==> config.mk <==
export PLATFORM = sky130hd
export DESIGN_NAME = sar_serial_adc
export DESIGN_NICKNAME = d
export VERILOG_FILES = /design/src/rtl/sar_adc_pkg.sv /design/src/rtl/sar_addr_decode.sv /design/src/rtl/sar_search.sv /design/src/rtl/sar_out_stage.sv /design/src/rtl/sar_serial_adc.sv
export SDC_FILE = /design/constraint.sdc
export NUM_CORES = 1
export LEC_CHECK = 0
export ABC_AREA = 1
export BUFFER_PORTS_ARGS = -buffer_cell sky130_fd_sc_hd__buf_2
export CORE_MARGIN = 2
export CORE_UTILIZATION = 25
export CTS_CLUSTER_SIZE = 8
export DETAILED_ROUTE_END_ITERATION = 12
export MAX_ROUTING_LAYER = met4
export PLACE_DENSITY = 0.48
export SETUP_SLACK_MARGIN = 0.05
export SYNTH_ARGS = -nofsm -noshare
export SYNTH_HDL_FRONTEND = slang
export SYNTH_SLANG_ARGS = --single-unit
==> constraint.sdc <==
create_clock -name clk -period 3.2 [get_ports clk]
set_input_delay 0.16 -clock clk [delete_from_list [all_inputs] [get_ports clk]]
set_output_delay 0.16 -clock clk [all_outputs]
set_load 0.01 [all_outputs]
==> src/rtl/sar_adc_pkg.sv <==
// Package: shared types for the serial successive-approximation core.
// Assumes: one controller instance per package user; no run-time state here.
package sar_adc_pkg;

    // Transaction phase of the serial controller.
    typedef enum logic [2:0] {
        PH_IDLE,    // waiting for the start bit
        PH_ADDR,    // shifting in the channel word
        PH_CONV,    // binary search, MSB-first stream
        PH_TAIL,    // LSB-first replay or LSB hold
        PH_DONE     // transaction over, waiting for chip select high
    } sar_phase_t;

endpackage

==> src/rtl/sar_addr_decode.sv <==
// Module: channel-word shift register and multiplexer decode.
// Shifts the bits that follow the start bit MSB-first. The first bit is the
// single-ended flag, then the odd flag, then the select bits. It turns them
// into a positive and a negative channel index.
// Assumes: CH_W >= 2 (at least four channels); shift_en is high for exactly
// CH_W+1 edges per transaction; clr_n clears synchronously.
module sar_addr_decode #(
    parameter int CH_W = 3
) (
    input  logic            clk,
    input  logic            clr_n,
    input  logic            shift_en,
    input  logic            di,
    output logic            single_end,
    output logic [CH_W-1:0] pos_ch,
    output logic [CH_W-1:0] neg_ch
);
    localparam int ADDR_W = CH_W + 1;

    logic [ADDR_W-1:0] word_q;
    logic              odd_bit;
    logic [CH_W-2:0]   sel_bits;

    // Capture one address bit per enabled rising edge.
    always_ff @(posedge clk) begin
        if (!clr_n) begin
            word_q <= '0;
        end else if (shift_en) begin
            word_q <= {word_q[ADDR_W-2:0], di};
        end
    end

    assign single_end = word_q[ADDR_W-1];
    assign odd_bit    = word_q[ADDR_W-2];
    assign sel_bits   = word_q[ADDR_W-3:0];

    // Map the word onto the multiplexer: pairs are adjacent channels.
    always_comb begin
        pos_ch = {sel_bits, odd_bit};
        neg_ch = single_end ? '0 : {sel_bits, ~odd_bit};
    end

endmodule

==> src/rtl/sar_search.sv <==
// Module: successive-approximation register.
// load presets the trial code to mid-scale. Each step keeps or drops the
// bit under test according to the comparator and sets the next lower bit.
// After RES_W steps the code holds the final result.
// Assumes: load and step are never high together; comp_hi refers to the
// trial code presented during the cycle before the step edge.
module sar_search #(
    parameter int RES_W = 8
) (
    input  logic             clk,
    input  logic             clr_n,
    input  logic             load,
    input  logic             step,
    input  logic             comp_hi,
    output logic [RES_W-1:0] code
);
    localparam logic [RES_W-1:0] MID = {1'b1, {(RES_W-1){1'b0}}};

    logic [RES_W-1:0] code_q;
    logic [RES_W-1:0] mask_q;

    // Binary search: mask_q marks the bit decided on the next step.
    always_ff @(posedge clk) begin
        if (!clr_n) begin
            code_q <= '0;
            mask_q <= '0;
        end else if (load) begin
            code_q <= MID;
            mask_q <= MID;
        end else if (step) begin
            code_q <= (comp_hi ? code_q : (code_q & ~mask_q)) | (mask_q >> 1);
            mask_q <= mask_q >> 1;
        end
    end

    assign code = code_q;

endmodule

==> src/rtl/sar_out_stage.sv <==
// Module: falling-edge retiming of the serial data output.
// Moves the bit and enable decided on the rising edge to the following
// falling edge, so that the host can sample on its next rising edge.
// Chip select high floats the line at once.
// Assumes: rst_n is synchronous to the falling edge as well.
module sar_out_stage (
    input  logic clk,
    input  logic rst_n,
    input  logic cs_n,
    input  logic bit_d,
    input  logic en_d,
    output logic dout,
    output logic dout_oe
);
    logic bit_q;
    logic en_q;

    // Half-cycle retime of the output value and its enable.
    always_ff @(negedge clk) begin
        if (!rst_n) begin
            bit_q <= 1'b0;
            en_q  <= 1'b0;
        end else begin
            bit_q <= bit_d;
            en_q  <= en_d;
        end
    end

    assign dout_oe = en_q & ~cs_n;
    assign dout    = bit_q & dout_oe;

endmodule

==> src/rtl/sar_serial_adc.sv <==
// Module: serial-controlled successive-approximation converter core (top).
// It waits for a start bit and shifts in the channel word. It runs RES_W
// search steps, streaming each decided bit MSB-first after one low settling
// period, and then replays the result LSB-first. The four-channel build
// replays at once; wider builds wait for lsb_hold to go low.
// Assumes: NUM_CH is a power of two >= 4; analog parts are outside the core.
module sar_serial_adc #(
    parameter int NUM_CH = 8,
    parameter int RES_W  = 8
) (
    input  logic                      clk,
    input  logic                      rst_n,
    input  logic                      cs_n,
    input  logic                      di,
    input  logic                      lsb_hold,
    input  logic                      comp_hi,
    output logic                      dout,
    output logic                      dout_oe,
    output logic                      busy,
    output logic                      mux_single,
    output logic [$clog2(NUM_CH)-1:0] mux_pos,
    output logic [$clog2(NUM_CH)-1:0] mux_neg,
    output logic [RES_W-1:0]          trial
);
    import sar_adc_pkg::*;

    localparam int CH_W     = $clog2(NUM_CH);
    localparam int ADDR_W   = CH_W + 1;
    localparam int IDX_W    = $clog2(RES_W);
    localparam int CNT_W    = $clog2(RES_W + ADDR_W + 1);
    localparam bit AUTO_LSB = (NUM_CH <= 4);

    sar_phase_t       phase_q;
    logic [CNT_W-1:0] cnt_q;
    logic             busy_q;
    logic             bit_q;
    logic             en_q;
    logic             clr_n;
    logic             addr_last;
    logic             advance;
    logic [IDX_W-1:0] tail_idx;
    logic [RES_W-1:0] code;

    assign clr_n     = rst_n & ~cs_n;
    assign addr_last = (phase_q == PH_ADDR) && (cnt_q == CNT_W'(ADDR_W - 1));
    assign tail_idx  = cnt_q[IDX_W-1:0];

    // Replay pacing: automatic for the small build, pin-gated otherwise.
    generate
        if (AUTO_LSB) begin : g_auto_tail
            assign advance = 1'b1;
        end else begin : g_held_tail
            assign advance = ~lsb_hold;
        end
    endgenerate

    sar_addr_decode #(.CH_W(CH_W)) u_addr (
        .clk        (clk),
        .clr_n      (clr_n),
        .shift_en   (phase_q == PH_ADDR),
        .di         (di),
        .single_end (mux_single),
        .pos_ch     (mux_pos),
        .neg_ch     (mux_neg)
    );

    sar_search #(.RES_W(RES_W)) u_search (
        .clk     (clk),
        .clr_n   (clr_n),
        .load    (addr_last),
        .step    (phase_q == PH_CONV),
        .comp_hi (comp_hi),
        .code    (code)
    );

    // Transaction sequencer: phase, bit counter, busy flag, output bit.
    always_ff @(posedge clk) begin
        if (!clr_n) begin
            phase_q <= PH_IDLE;
            cnt_q   <= '0;
            busy_q  <= 1'b0;
            bit_q   <= 1'b0;
            en_q    <= 1'b0;
        end else begin
            case (phase_q)
                PH_IDLE: begin
                    if (di) begin
                        phase_q <= PH_ADDR;
                        cnt_q   <= '0;
                    end
                end
                PH_ADDR: begin
                    if (addr_last) begin
                        phase_q <= PH_CONV;
                        cnt_q   <= '0;
                        busy_q  <= 1'b1;
                        bit_q   <= 1'b0;
                        en_q    <= 1'b1;
                    end else begin
                        cnt_q <= cnt_q + 1'b1;
                    end
                end
                PH_CONV: begin
                    bit_q <= comp_hi;
                    if (cnt_q == CNT_W'(RES_W - 1)) begin
                        phase_q <= PH_TAIL;
                        busy_q  <= 1'b0;
                        cnt_q   <= CNT_W'(1);
                    end else begin
                        cnt_q <= cnt_q + 1'b1;
                    end
                end
                PH_TAIL: begin
                    if (advance) begin
                        if (cnt_q == CNT_W'(RES_W)) begin
                            phase_q <= PH_DONE;
                            bit_q   <= 1'b0;
                            en_q    <= 1'b0;
                        end else begin
                            bit_q <= code[tail_idx];
                            cnt_q <= cnt_q + 1'b1;
                        end
                    end
                end
                default: begin
                    phase_q <= PH_DONE;
                end
            endcase
        end
    end

    sar_out_stage u_out (
        .clk     (clk),
        .rst_n   (rst_n),
        .cs_n    (cs_n),
        .bit_d   (bit_q),
        .en_d    (en_q),
        .dout    (dout),
        .dout_oe (dout_oe)
    );

    assign busy  = busy_q;
    assign trial = code;

endmodule

### Yosys cells after proc, flatten, opt, wreduce, memory -nomap -nowiden

Cells that the tools add are included.
W data, S select, Z words.

| storage, ports and cells | value |
|---|---|
| flip-flop bits (word level) | 32 |
| input port bits | 6 |
| output and inout port bits | 18 |
| word-level logic and storage cells | 78 |

| operators by class | value |
|---|---|
| mux-type cells | 30 |
| $lt $le $gt $ge | 1 |
| reductions and logical operators | 13 |
| equality and inequality tests | 12 |
| bitwise logic cells | 9 |
| add/subtract/negate cells | 1 |

Operators by type and width:

| cell | number |
|---|---|
| $mux W8 | 5 |
| $mux W4 | 5 |
| $mux W3 | 6 |
| $pmux W4 S4 | 1 |
| $ne A2 B2 Y1 const B | 6 |
| $pmux W3 S4 | 1 |
| $and A8 B8 Y8 | 1 |
| $mux W1 | 8 |
| $not A8 Y8 | 1 |
| $or A8 B7 Y8 | 1 |
| $reduce_and A4 Y1 | 2 |
| $eq A3 B2 Y1 const B | 2 |
| $reduce_and A3 Y1 | 2 |
| $reduce_bool A2 Y1 | 3 |
| $reduce_and A5 Y1 | 1 |
| $add A4 B1 Y4 const B | 1 |
| $eq A4 B2 Y1 const B | 1 |
| $eq A4 B3 Y1 const B | 1 |
| $eq A4 B4 Y1 const B | 1 |
| $lt A3 B4 Y1 const B | 1 |
| $pmux W1 S2 | 2 |
| $reduce_bool A4 Y1 | 1 |
| $and A1 B1 Y1 | 3 |
| $bmux W1 S3 | 1 |
| 7 further kinds | 9 |

### Longest topological paths before layout

| logic depth | value |
|---|---|
| depth in word-level cells | 6 |
| depth in mapped cells | 10 |
| depth with buffers taken out | 10 |

### By module

A second synthesis with hierarchy kept.

| second synthesis, totals | value |
|---|---|
| cells, all modules | 227 |
| area, all modules | 1,564.0 sq um |

Modules (own cells, without submodules):

| module | area each (sq um) | seq. area each (sq um) | instances | cells each |
|---|---|---|---|---|
| sar_serial_adc | 711.9 | 200.2 | 1 | 116 |
| sar_search | 591.8 | 320.3 | 1 | 71 |
| sar_addr_decode | 177.7 | 80.1 | 1 | 28 |
| sar_out_stage | 82.6 | 40.0 | 1 | 12 |

==> impl_metrics.ini <==
[global_route]
grt_max_degree = 15
grt_pass1_vias = 1291
grt_pass1_wl_um = 5800
antenna_found_initial = 0
grtUsageTotal_pct = 12.0
overflow = 0

[run]
max-cap-violations = 0

[sta]
hold_viol = 0
setup_tns_ps = 0
max_slew_margin_pct = 68.6
skew_ps = 56.9
setup_violations = 0
rsz0062_at_grt = no
worstMarginPinSlew_ps = 469
drv_slew = 0
setup_slack_ps = 531
timing.hold.ws_ps = 180

[floorplan]
die_w_um = 80.7
core_area_um2 = 5610
die_area_um2 = 6510
start_util_pct = 26.2
ios = 24
std_cell_rows = 27
dieHeight_um = 80.7

[power]
finalPower_uw = 794
power_leakage_uw = 0.000785
seq_power_share_pct = 51.2
swShare_pct = 25.3
p_clk_share_pct = 42.0
p_sw_uw = 201
power_frac_comb_pct = 6.8
internal-power_uw = 593
irDropWorstVdd_uv = 244
powerDensity_nw_per_um2 = 452

[clocking]
htreeDepth = 2
ctsResizeCount = 0
cts_buffers = 5
cts_setup_buffers = 0
cts_tree = built
clock_path_buffers = 2
clock_tree.root_cell = clkbuf_8
clock_sinks = 32
clkTransAtPathRegs_ps = 70
postCtsHoldBufs = 0
clkLatencyLatePin_ps = 340

[setup_path]
setup.worst_path.class = reg2out
critPathCaptureType = output pin
worst_setup_path_start_kind = flop
crit_slowest_cell = dfxtp_1
cp_max_fo = 2
reg2regPathDepth = 2
worstReg2RegStart = bit_q
crit_path_start = u_out.en_q
cp_data_arrival_time_ps = 2510
cp.required_ps = 3040
critPathMaxStageDelay_ps = 290
cp_cell_sequence = and3_1 -> buf_2

[route]
first_iter_violations = 54
drc_errors = 0
wirelength_um = 3350
postRouteAntennaNets = 0
vias = 1371
drt_first_pass_iters = 4
post_drt_wl_per_cell_um = 10.8
vias_per_cell = 4.39

[placement]
io_buffers = 23
pre_cts_ws_ps = 875
dp_hpwl_um = 2440
gp_congestion = 0.796
placed_cell_area_um2 = 1660

[logic_synthesis]
muxShareOfSynthArea_pct = 0
synth_top_family_by_area = simple AND/OR/NAND/NOR gates
yosysWarnings = 0
synth-xor-area-share_pct = 0.595
synth_cell_type_count = 19
ys_seq_area_share_pct = 43.5
syn_avg_cell_area_um2 = 7.01
synth_area_um2 = 1470
synth_seq_cells = 32
syn_nets = 218
synth-simple-area-share_pct = 29.8
synth_compound_area_share_pct = 15.0
syn_inst = 210
synth_adder_area_share_pct = 1.70

[cells_and_area]
design_area_um2 = 1760
area_growth_pct = 19.3
layout-drive-gt1-share_pct = 20.0
nFillCells = 638
diodes = 0
final_net_count = 247
final_common_cell = nand2_1
final_cell_mix = nand2_1 (52), dfxtp_1 (32), inv_1 (27), a21oi_1 (27), buf_2 (23)

[worst_hold_path]
min_path_cells = 3
worstHoldStart = di
hold_path_class = in2reg

[run_status]
status = finished, final reports clean
-- stage by stage --
| stage | std cells | utilization [%] |
|---|---|---|
| global placement | 303 | 29.6 |
| global route | 312 | 31.3 |
| CTS | 312 | 31.3 |
| finish | 312 | 31.3 |
| detailed placement | 303 | 29.6 |
| floorplan | 210 | - |
-- logic make-up after synthesis --
group,after synthesis
simple gates,98
compound gates,44
buf+inv,33
flops,32
fa+ha+maj,2
xor+xnor,1
-- Yosys cell counts --
cell      number  area [µm²]
nand3b_1       1        7.51
inv_4          2        12.5
dfxtp_1       32         641
a21oi_1       27         135
nor2_2         1        6.26
inv_2          3        11.3
nor3_1         2        10.0
nor2_4         3        33.8
ha_1           2        25.0
buf_2          1        5.00
nor2_1        16        60.1
nand2_2        8        50.1
buf_6          1        11.3
nand3_1       14        70.1
o21ai_0       17        85.1
and3_1         1        6.26
nand2_1       52         195
inv_1         26        97.6
xor2_1         1        8.76
-- layout make-up --
type | count | area (µm²) | share of cell area [%]
clock inverters | 4 | 16.3 | 0.927
clock buffers | 6 | 82.6 | 4.70
well taps | 72 | 90.1 | 5.13
flip-flops and latches | 32 | 641 | 36.5
repair buffers | 23 | 115 | 6.56
multi-input cells | 145 | 693 | 39.5
inverters | 30 | 118 | 6.70
-- power by group through the flow --
| stage | registers, µW | clock network, µW | logic (µW) |
|---|---|---|---|
| 3_3_place_gp | 415 | 5.87 | 55.0 |
| 5_1_grt | 407 | 366 | 63.0 |
| 4_1_cts | 406 | 346 | 54.7 |
| 3_5_place_dp | 415 | 5.87 | 54.4 |
| 6_report | 406 | 334 | 53.8 |
| 2_1_floorplan | 415 | 5.87 | 38.3 |
-- worst max-delay path: cells and delay by family (launching register included) --
family,cells,cell delay [ps]
buffers and inverters,1,130
flip-flops,1,290
AND/OR/NAND/NOR,1,150
-- routing by layer --
layer / part of all wire [%] / vias to the layer above / routed length (µm) / global-route usage (%)
li1: - / 730 / - / -
met1: 52 / 602 / 1730 / 15.6
met2: 41 / 35 / 1390 / 17.3
met3: 5.6 / 4 / 189 / 3.48
met4: 1.5 / 0 / 51 / 5.08
met5: 0 / - / 0 / -
-- worst paths after layout --
| check | endpoint | slack (ps) |
|---|---|---|
| max | dout | 530 |
| min | u_addr.word_q[0] | 180 |
| max reg2reg | u_out.bit_q | 1160 |
| min reg2reg | u_search.mask_q[5] | 470 |
-- sequential cells by signal, indices dropped and copies added, names as in the netlist --
signal           cells
u_search.code        8
en_q                 1
cnt_q                4
u_out.bit_q          1
u_addr.word_q        4
phase_q              3
busy                 1
u_search.mask_q      8
bit_q                1
u_out.en_q           1
Power figures use the tool's default switching activity.
